[src/rtl/nand_strobe_timer.sv]
module nand_strobe_timer #(
  parameter int DW = 8,
  parameter int FW = 4
) (
  input  logic            clk,
  input  logic            rst_n,
  input  logic            req_valid,
  input  logic            req_write,
  input  logic [1:0]      req_kind,
  input  logic [DW-1:0]   req_wdata,
  input  logic [8*FW-1:0] timing,
  input  logic [DW-1:0]   dq_in,
  output logic            idle,
  output logic            cle,
  output logic            ale,
  output logic            we_n,
  output logic            re_n,
  output logic            dq_oe,
  output logic [DW-1:0]   dq_out,
  output logic [DW-1:0]   rdata,
  output logic            done
);
  localparam int CW = FW + 1;
  localparam int HW = 4 * FW;

  typedef enum logic [2:0] {S_IDLE, S_SETUP, S_PULSE, S_HOLD, S_WAIT, S_FIN} st_t;

  st_t           st;
  logic [CW-1:0] cnt;
  logic          wr_q;
  logic [1:0]    kind_q;
  logic [DW-1:0] wdata_q;
  logic [FW-1:0] hold_q, width_q, rdy_q;

  logic [HW-1:0] half;
  assign half = req_write ? timing[2*HW-1:HW] : timing[HW-1:0];

  wire busy_bus = (st == S_SETUP) || (st == S_PULSE) || (st == S_HOLD);
  wire cnt_end  = (cnt == '0);

  assign idle   = (st == S_IDLE);
  assign done   = (st == S_FIN);
  assign cle    = busy_bus && (kind_q == 2'b01);
  assign ale    = busy_bus && (kind_q == 2'b10);
  assign we_n   = !((st == S_PULSE) && wr_q);
  assign re_n   = !((st == S_PULSE) && !wr_q);
  assign dq_oe  = busy_bus && wr_q;
  assign dq_out = wdata_q;

  always_ff @(posedge clk or negedge rst_n) begin
    if (!rst_n) begin
      st      <= S_IDLE;
      cnt     <= '0;
      wr_q    <= 1'b0;
      kind_q  <= 2'b00;
      wdata_q <= '0;
      hold_q  <= '0;
      width_q <= '0;
      rdy_q   <= '0;
      rdata   <= '0;
    end else begin
      unique case (st)
        S_IDLE: if (req_valid) begin
          st      <= S_SETUP;
          cnt     <= CW'(half[FW-1:0]);
          hold_q  <= half[2*FW-1:FW];
          width_q <= half[3*FW-1:2*FW];
          rdy_q   <= half[4*FW-1:3*FW];
          wr_q    <= req_write;
          kind_q  <= req_kind;
          wdata_q <= req_wdata;
        end
        S_SETUP: if (cnt_end) begin
          st  <= S_PULSE;
          cnt <= CW'(width_q);
        end else cnt <= cnt - 1'b1;
        S_PULSE: if (cnt_end) begin
          st  <= S_HOLD;
          cnt <= CW'(hold_q);
          if (!wr_q) rdata <= dq_in;
        end else cnt <= cnt - 1'b1;
        S_HOLD: if (cnt_end) begin
          if (rdy_q == '0) st <= S_FIN;
          else begin
            st  <= S_WAIT;
            cnt <= {rdy_q, 1'b0} - 1'b1;
          end
        end else cnt <= cnt - 1'b1;
        S_WAIT: if (cnt_end) st <= S_FIN;
                else cnt <= cnt - 1'b1;
        S_FIN:   st <= S_IDLE;
        default: st <= S_IDLE;
      endcase
    end
  end
endmodule


[config.mk]
export PLATFORM = sky130hd
export DESIGN_NAME = nand_strobe_timer
export DESIGN_NICKNAME = d
export VERILOG_FILES = /design/src/rtl/nand_strobe_timer.sv
export SDC_FILE = /design/constraint.sdc
export NUM_CORES = 1
export LEC_CHECK = 0
export ABC_AREA = 1
export CORE_MARGIN = 8
export CORE_UTILIZATION = 46
export CTS_CLUSTER_DIAMETER = 100
export CTS_CLUSTER_SIZE = 24
export DETAILED_ROUTE_END_ITERATION = 6
export PLACE_DENSITY = 0.85
export SETUP_SLACK_MARGIN = 0.4
export SYNTH_ARGS = -nofsm -noshare
export SYNTH_HDL_FRONTEND = slang
export SYNTH_SLANG_ARGS = --single-unit
[constraint.sdc]
create_clock -name clk -period 1.8 [get_ports clk]
set_input_delay 0.36 -clock clk [delete_from_list [all_inputs] [get_ports clk]]
set_output_delay 0.36 -clock clk [all_outputs]
set_load 0.02 [all_outputs]
Word level (Yosys, flattened, before mapping)
Cells that the tools add are included.
{"block": "op_classes", "n_mux": 15, "eq_ne": 14, "n_addsub": 2, "n_reduce_logical": 18, "bitwise_logic": 1}
{"op": "$mux W5", "count": 6}
{"op": "$pmux W5 S5", "count": 1}
{"op": "$mux W16", "count": 1}
{"op": "$mux W3", "count": 5}
{"op": "$pmux W3 S5", "count": 1}
{"op": "$ne A2 B2 Y1 const B", "count": 6}
{"op": "$sub A5 B1 Y5 const B", "count": 2}
{"op": "$eq A3 B2 Y1 const B", "count": 2}
{"op": "$eq A3 B3 Y1 const B", "count": 2}
{"op": "$logic_and A1 B1 Y1", "count": 5}
{"op": "$logic_not A5 Y1", "count": 1}
{"op": "$reduce_and A5 Y1", "count": 1}
{"op": "$reduce_bool A5 Y1", "count": 1}
{"op": "$logic_not A4 Y1", "count": 1}
{"op": "$reduce_and A4 Y1", "count": 1}
{"op": "$eq A3 B1 Y1 const B", "count": 1}
{"op": "$logic_not A1 Y1", "count": 3}
{"op": "$logic_not A3 Y1", "count": 1}
{"op": "$ne A3 B3 Y1 const B", "count": 1}
{"op": "$reduce_and A3 Y1", "count": 1}
{"op": "$eq A2 B1 Y1 const B", "count": 1}
{"op": "$eq A2 B2 Y1 const B", "count": 1}
{"op": "$logic_or A1 B1 Y1", "count": 2}
{"op": "$reduce_and A2 Y1", "count": 1}
{"op": "other kinds (2)", "count": 2}
{"block": "totals", "output_inout_bits": 23, "register_bits": 39, "elab_cells": 59, "input_bits": 54}

Longest topological paths before layout
Gate-level depths: netlist of the first run.
{"block": "depth", "word_depth": 4, "ltp_mapped": 10, "mapped_depth_nobuf": 10}

Least setup slack after synthesis of the first run
OpenSTA, ideal clock, no wires.
{"block": "synth_path", "path_kind": "register -> register", "start": "reg cnt[0]", "end": "reg rdata[0]", "slack_ns": 0.146, "synth_period_minus_slack_ns": 1.654, "t_required_ns": 1.675, "arrival_time_ns": 1.529, "setup_ns": 0.125, "path_buffers": 0, "stages_incl_launch_ff": 8, "cell_sequence": "dfrtp_1 inv_1 ha_1 inv_1 nor2_1 nand2_4 nor2_8 mux2_4"}
{"block": "synth_between", "elab_chain_len": 2}
{"item": "from (decl)", "line_no": "29", "source": "logic [CW-1:0] cnt;"}
{"item": "from (signal assigned)", "line_no": "65", "source": "cnt <= CW'(half[FW-1:0]);"}
{"item": "from (signal assigned)", "line_no": "75", "source": "cnt <= CW'(width_q);"}
{"item": "from (signal assigned)", "line_no": "76", "source": "end else cnt <= cnt - 1'b1;"}
{"item": "$logic_not A5 Y1", "line_no": "39", "source": "wire cnt_end = (cnt == '0);"}
{"item": "$reduce_and A3 Y1 (no line)"}
{"item": "to (signal assigned)", "line_no": "80", "source": "if (!wr_q) rdata <= dq_in;"}
{"item": "to (decl)", "line_no": "20", "source": "output logic [DW-1:0] rdata,"}
Every way passes these cells.
A chain may end at the register's enable or synchronous reset.

Worst setup path in the final report of the first run
{"block": "layout_path", "start": "reg st[1]", "end": "reg cnt[4]"}
{"block": "layout_between", "elab_chain_len": 3, "word_cells_on_any_way": 11, "cone_classes": "7 x eq/ne; 1 x mux; 3 x reduce/logical"}
{"item": "from (decl)", "line_no": "28", "source": "st_t st;"}
{"item": "from (signal assigned)", "line_no": "52", "source": "st <= S_IDLE;"}
{"item": "from (signal assigned)", "line_no": "64", "source": "st <= S_SETUP;"}
{"item": "from (signal assigned)", "line_no": "74", "source": "st <= S_PULSE;"}
{"item": "$eq A3 B2 Y1, or another cell as far along", "line_no": "62", "source": "unique case (st)"}
{"item": "$ne A3 B3 Y1 (no line), or another cell as far along"}
{"item": "$reduce_and A4 Y1 (no line)"}
Parallel ways exist; a longest one is shown, timed or not.

==> results of run 1 <==
==> final timing paths <==
path / start / end / slack, ns / cells after the start
worst max-delay path: st[1] / cnt[4] / -0.01 / 9
worst min-delay path: rst_n / hold_q[1] / 0.03 / 1
worst max register to register: st[1] / cnt[4] / -0.01 / 9
worst min register to register: dq_out[6] / dq_out[6] / 0.49 / 2
max in group asynchronous: rst_n / width_q[3] / 1.13 / 2
min in group clk: dq_out[6] / dq_out[6] / 0.49 / 2
==> area by class of cell <==
class / count / area share
multi-input cells: 207 / 0.351
repair buffers: 105 / 0.283
flip-flops and latches: 39 / 0.261
inverters: 38 / 0.0420
well taps: 67 / 0.0223
clock buffers: 5 / 0.0183
clock inverters: 3 / 0.0117
repair inverters: 3 / 0.0110
==> synth_stat cells (3+ instances only) <==
| master | number | area, um^2 |
|---|---|---|
| a21oi_1 | 7 | 35.0 |
| buf_2 | 3 | 15.0 |
| clkbuf_1 | 3 | 11.3 |
| dfrtp_1 | 39 | 976 |
| ha_1 | 4 | 50.1 |
| inv_1 | 34 | 128 |
| inv_2 | 4 | 15.0 |
| mux2_4 | 8 | 120 |
| nand2_1 | 99 | 372 |
| nand2_2 | 4 | 25.0 |
| nand3_1 | 13 | 65.1 |
| nor2_1 | 16 | 60.1 |
| nor3_1 | 3 | 15.0 |
| o211ai_1 | 6 | 45.0 |
| o21ai_0 | 22 | 110 |
| o21ai_1 | 11 | 55.1 |
==> through the flow <==
stage	setup slack [ns]	instances	TNS [ns]
floorplan	0.259	291	0
global placement	0.0347	438	0
detailed placement	0.00902	438	0
CTS	0.147	453	0
global route	-0.0867	467	-0.246
finish	-0.0108	467	-0.0108
==> cells by family after synthesis <==
logic type               after synthesis  share of synthesized area
flip-flops                            39                      0.433
adder cells (fa/ha/maj)                4                     0.0222
AO/OA/AOI/OAI                         48                      0.116
AND/OR/NAND/NOR                      144                      0.282
XOR/XNOR                               1                    0.00389
multiplexers                          10                     0.0628
buffers and inverters                 45                     0.0800
==> worst max-delay path, delay by kind of cell (launching register included) <==
kind,cells,cell delay (ns)
AOI/OAI and AO/OA,2,0.19
buffers and inverters,2,0.30
DFF,1,0.42
and+or+nand+nor,5,0.78
==> metal layers <==
layer  GRT usage  vias to the layer above  share of wire
met2       0.293                      165           0.50
met1       0.197                     1167           0.36
met4      0.0653                        0          0.056
met3      0.0468                       57          0.080
met5           0                        -              0
li1            -                     1146              -
==> state kept, by name, indices dropped and copies added, names as in the netlist, 2 cells and up <==
register	flops
kind_q	2
rdata	8
cnt	5
st	3
hold_q	4
dq_out	8
rdy_q	4
width_q	4
==> timing repair <==
action,in CTS,in global routing
gates resized for setup,68,66
setup buffers,7,8
cloned,0,6
pin swaps,5,4
setup endpoints to repair,45,36
==> power by group through the flow <==
stage / combinational, W / sequential, W / clock, W
after floorplan: 0.00164 / 0.00172 / 0
after global placement: 0.00284 / 0.00154 / 0
after detailed placement: 0.00290 / 0.00155 / 0
after CTS: 0.00300 / 0.00153 / 0.000748
after global routing: 0.00416 / 0.00166 / 0.000790
final: 0.00392 / 0.00163 / 0.000750
==> impl_metrics.py, run 1 <==
metrics = {
    "status": {
        "status": "complete, but fails checks",
        "violations": "setup timing",
    },
    "clock_tree": {
        "cts_tree": "built",
        "cts_root_buf": "clkbuf_8",
        "cts_sinks": 39,
        "clockBufferDepth": 2,
        "cts-htree-levels": 2,
        "cts_buffers": 5,
        "ctsHoldBuffers": 0,
        "clk_pin_slew_worst_paths_ns": 0.08,
        "clock_latency_ns": 0.30,
    },
    "timing": {
        "relSlewSlack": 0.645,
        "fmax_ghz": 0.552,
        "rsz0062_at_grt": "true",
        "postLayoutSetupSlackWorst_ns": -0.0108,
        "skew_ns": 0.00597,
        "fin_hold_ws_ns": 0.0262,
        "finalCritPeriodShare": 1.01,
        "hold_viol_final": 0,
        "tightest_slew_ns": 0.532,
        "setup_viol": 1,
        "finalMaxSlewViolations": 0,
        "min_period_ns": 1.81,
    },
    "worst_setup_path": {
        "required_ns": 1.99,
        "critPathCaptureType": "register",
        "critPathMostFrequentCell": "nand2_1",
        "worst_ep_arrival_time_ns": 2.00,
        "crit_fanout": 8,
        "worst-setup-path-type": "reg2reg",
        "path_cells": "buf_4 > nor2_2 > nand3b_1 > o21ai_0 > inv_1 > nand2_4 > nand2_1 > nand2_1 > a21oi_1",
        "critPathSlowestCell": "dfrtp_1",
        "cp_slowest_stage_delay_ns": 0.42,
        "start_kind": "register",
    },
    "logic_synthesis": {
        "synth_seq_area_share": 0.433,
        "netlist_instances": 291,
        "synth_nets": 349,
        "synth_edf_count": 0,
        "ys_seq_elements": 39,
        "synth_cell_types": 30,
        "ys_warn_count": 0,
        "syn_avg_cell_area_um2": 7.74,
        "synth_area_um2": 2250,
        "async_flop_share": 1.00,
        "ys.flop_type": "dfrtp_1",
    },
    "floorplan": {
        "die_h_um": 86.0,
        "die-area_um2": 7390,
        "start_util": 0.477,
        "core_um2": 4720,
        "row_count": 25,
        "num_io_pins": 77,
        "dieWidth_um": 86.0,
    },
    "power_and_ir_drop": {
        "pwr-share-clk": 0.119,
        "comb_power_share": 0.622,
        "power_density_nw_per_um2": 1680,
        "p_switching_w": 0.00293,
        "p_total_w": 0.00630,
        "power_frac_seq": 0.259,
        "p_leak_nw": 1.91,
        "max-vdd-ir-drop_v": 0.000733,
        "intPower_w": 0.00336,
        "switching_share": 0.466,
    },
    "cells_and_area": {
        "drive_gt1_frac": 0.278,
        "fill_cells": 293,
        "fin_area_um2": 3750,
        "multiInputGateArea_um2": 1320,
        "nets": 457,
        "diodes": 0,
        "ff_latch_area_um2": 978,
        "layout_commonest_cell": "nand2_1",
        "layout-area-overhead-vs-synth_pct": 66.6,
        "final_cell_mix": "nand2_1, clkdlybuf4s50_1, dfrtp_1",
        "fin_util": 0.794,
    },
    "grt": {
        "antenna_found_initial": 0,
        "grt_usage": 0.171,
        "grt_first_pass_wirelength_mm": 10.2,
        "grt_pass1_vias": 2183,
        "grt_max_degree": 26,
        "grt_remaining_overflow": 0,
    },
    "placed_design": {
        "io_buffers": 76,
        "gp_congestion": 0.885,
        "placed_cell_area_um2": 3160,
        "detailed_place_hpwl_mm": 4.63,
    },
    "hold_path": {
        "hp-class": "in2async",
    },
    "drt": {
        "wire_per_inst_um": 18.3,
        "vias": 2535,
        "drt_iter0_markers": 304,
        "drt-total-wl_mm": 8.54,
        "drtPass1Iterations": 5,
        "drc": 0,
        "ant_nets": 0,
        "viasPerCell": 5.43,
    },
    "flow_run": {
        "max-cap-violations": 0,
    },
}
No activity file was read; power rests on OpenSTA's default activity.
==> run 2, diff against run 1 <==
--- a/config.mk
+++ b/config.mk
@@ -12,7 +12,9 @@
 export CTS_CLUSTER_SIZE = 24
 export DETAILED_ROUTE_END_ITERATION = 6
 export PLACE_DENSITY = 0.85
+export RECOVER_POWER = 50
 export SETUP_SLACK_MARGIN = 0.4
+export SLEW_MARGIN = 0
 export SYNTH_ARGS = -nofsm -noshare
 export SYNTH_HDL_FRONTEND = slang
 export SYNTH_SLANG_ARGS = --single-unit
==> impl_metrics.py, run 2 (same netlist as run 1, synthesis figures left out) <==
metrics = {
    "status": {
        "status": "complete, no violations",
    },
    "clock_tree": {
        "clockBufferDepth": 2,
        "cts-htree-levels": 2,
        "clk_pin_slew_worst_paths_ns": 0.09,
        "cts_tree": "built",
        "cts_root_buf": "clkbuf_8",
        "cts_buffers": 5,
        "cts_sinks": 39,
        "clock_latency_ns": 0.31,
    },
    "worst_setup_path": {
        "start_kind": "register",
        "critPathCaptureType": "register",
        "crit_fanout": 8,
        "worst-setup-path-type": "reg2reg",
        "setup.worst_path.start": "st[1]",
        "required_ns": 1.99,
        "timing.rr.start": "st[1]",
        "worst_ep_arrival_time_ns": 1.99,
    },
    "cells_and_area": {
        "final_cell_mix": "nand2_1, clkdlybuf4s50_1, dfrtp_1",
        "fin_area_um2": 3750,
        "fill_cells": 294,
        "multiInputGateArea_um2": 1320,
        "fin_util": 0.794,
        "layout_commonest_cell": "nand2_1",
        "ff_latch_area_um2": 978,
        "fin_cells": 467,
        "nets": 457,
        "diodes": 0,
        "layout-area-overhead-vs-synth_pct": 66.4,
        "drive_gt1_frac": 0.275,
    },
    "drt": {
        "drc": 0,
        "vias": 2513,
        "wire_per_inst_um": 18.4,
        "viasPerCell": 5.38,
        "ant_nets": 0,
        "drt-total-wl_mm": 8.59,
        "drt_iter0_markers": 274,
        "drtPass1Iterations": 4,
    },
    "power_and_ir_drop": {
        "power_frac_seq": 0.258,
        "comb_power_share": 0.622,
        "p_switching_w": 0.00294,
        "power_density_nw_per_um2": 1680,
        "switching_share": 0.466,
        "p_leak_nw": 1.90,
        "max-vdd-ir-drop_v": 0.000734,
        "intPower_w": 0.00336,
        "pwr-share-clk": 0.120,
    },
    "floorplan": {
        "core_um2": 4720,
        "start_util": 0.477,
        "num_io_pins": 77,
        "die-area_um2": 7390,
        "row_count": 25,
        "dieWidth_um": 86.0,
        "die_h_um": 86.0,
    },
    "timing": {
        "finalMaxSlewViolations": 0,
        "hold_viol_final": 0,
        "tightest_slew_ns": 1.30,
        "min_period_ns": 1.80,
        "fmax_ghz": 0.556,
        "skew_ns": 0.0111,
        "setup_viol": 0,
        "fin_hold_ws_ns": 0.316,
        "finalCritPeriodShare": 0.999,
        "rsz0062_at_grt": "true",
        "relSlewSlack": 0.134,
    },
    "placed_design": {
        "gp_congestion": 0.885,
        "io_buffers": 76,
        "placed_cell_area_um2": 3160,
        "place_inst": 438,
        "detailed_place_hpwl_mm": 4.63,
    },
    "grt": {
        "grt_max_degree": 26,
        "grt_remaining_overflow": 0,
        "antenna_found_initial": 0,
        "grt_first_pass_wirelength_mm": 10.2,
        "grt_pass1_vias": 2183,
        "grt_usage": 0.171,
    },
    "flow_run": {
        "max-cap-violations": 0,
    },
    "hold_path": {
        "hp-class": "in2async",
    },
}
-- run 2: changes by cell type in the layout (fill, tap and decap cells not counted) --
cell             before  now
clkdlybuf4s15_1       1    0
buf_4                18   16
buf_2                 1    0
clkbuf_2              0    1
clkbuf_1              0    1
clkbuf_4              0    1
clkdlybuf4s25_1       0    1
-- run 2: power by group through the flow --
| stage | Combinational, W | Sequential [W] | Clock (W) |
|---|---|---|---|
| finish | 0.00392 | 0.00163 | 0.000755 |
| global route | 0.00416 | 0.00166 | 0.000790 |
| CTS | 0.00300 | 0.00153 | 0.000748 |
| detailed placement | 0.00290 | 0.00155 | 0 |
| global placement | 0.00284 | 0.00154 | 0 |
| floorplan | 0.00164 | 0.00172 | 0 |
-- run 2: cell type report --
cell class | count | share of cell area
tap | 67 | 0.0224
timing repair inverter | 3 | 0.0110
clock inverter | 3 | 0.0117
inverter | 38 | 0.0421
sequential | 39 | 0.261
clock buffer | 5 | 0.0184
multi-input combinational | 207 | 0.351
timing repair buffer | 105 | 0.282
-- run 2: worst paths after layout --
kind | end | slack (ns) | cells past startpoint
worst max register to register | cnt[4] | 0.001 | 9
worst min-delay path | hold_q[0] | 0.32 | 1
max in group asynchronous | rdata[1] | 0.37 | 2
worst max-delay path | cnt[4] | 0.001 | 9
worst min register to register | dq_out[6] | 0.49 | 2
min in group clk | dq_out[6] | 0.49 | 2
-- run 2: stage by stage --
stage	TNS, ns	total power [W]	setup slack, ns
6_report	0	0.00630	0.00126
5_1_grt	-0.246	0.00661	-0.0867
4_1_cts	0	0.00528	0.147
3_5_place_dp	0	0.00445	0.00902
3_3_place_gp	0	0.00438	0.0347
2_1_floorplan	0	0.00337	0.259
-- run 2: what timing repair did --
item | 4_1_cts | 5_1_grt
pin swaps | 5 | 4
gates cloned | 0 | 6
hold buffers | 0 | 0
setup endpoints to repair | 45 | 36
gates resized for setup | 68 | 66
setup buffers | 7 | 8
endpoints found under the hold margin | 0 | 0
-- run 2: critical path: stages, from the launching register on --
cell,delay (ns)
dfrtp_1,0.41
buf_4,0.18
nor2_2,0.26
nand3b_1,0.23
o21ai_0,0.14
inv_1,0.12
nand2_4,0.12
nand2_1,0.08
nand2_1,0.07
a21oi_1,0.05
-- run 2: metal layers --
layer | wire length [um] | global-route usage | up-vias
li1 | - | - | 1141
met1 | 3140 | 0.197 | 1157
met2 | 4270 | 0.293 | 162
met3 | 658 | 0.0468 | 53
met4 | 513 | 0.0653 | 0
met5 | 0 | 0 | -
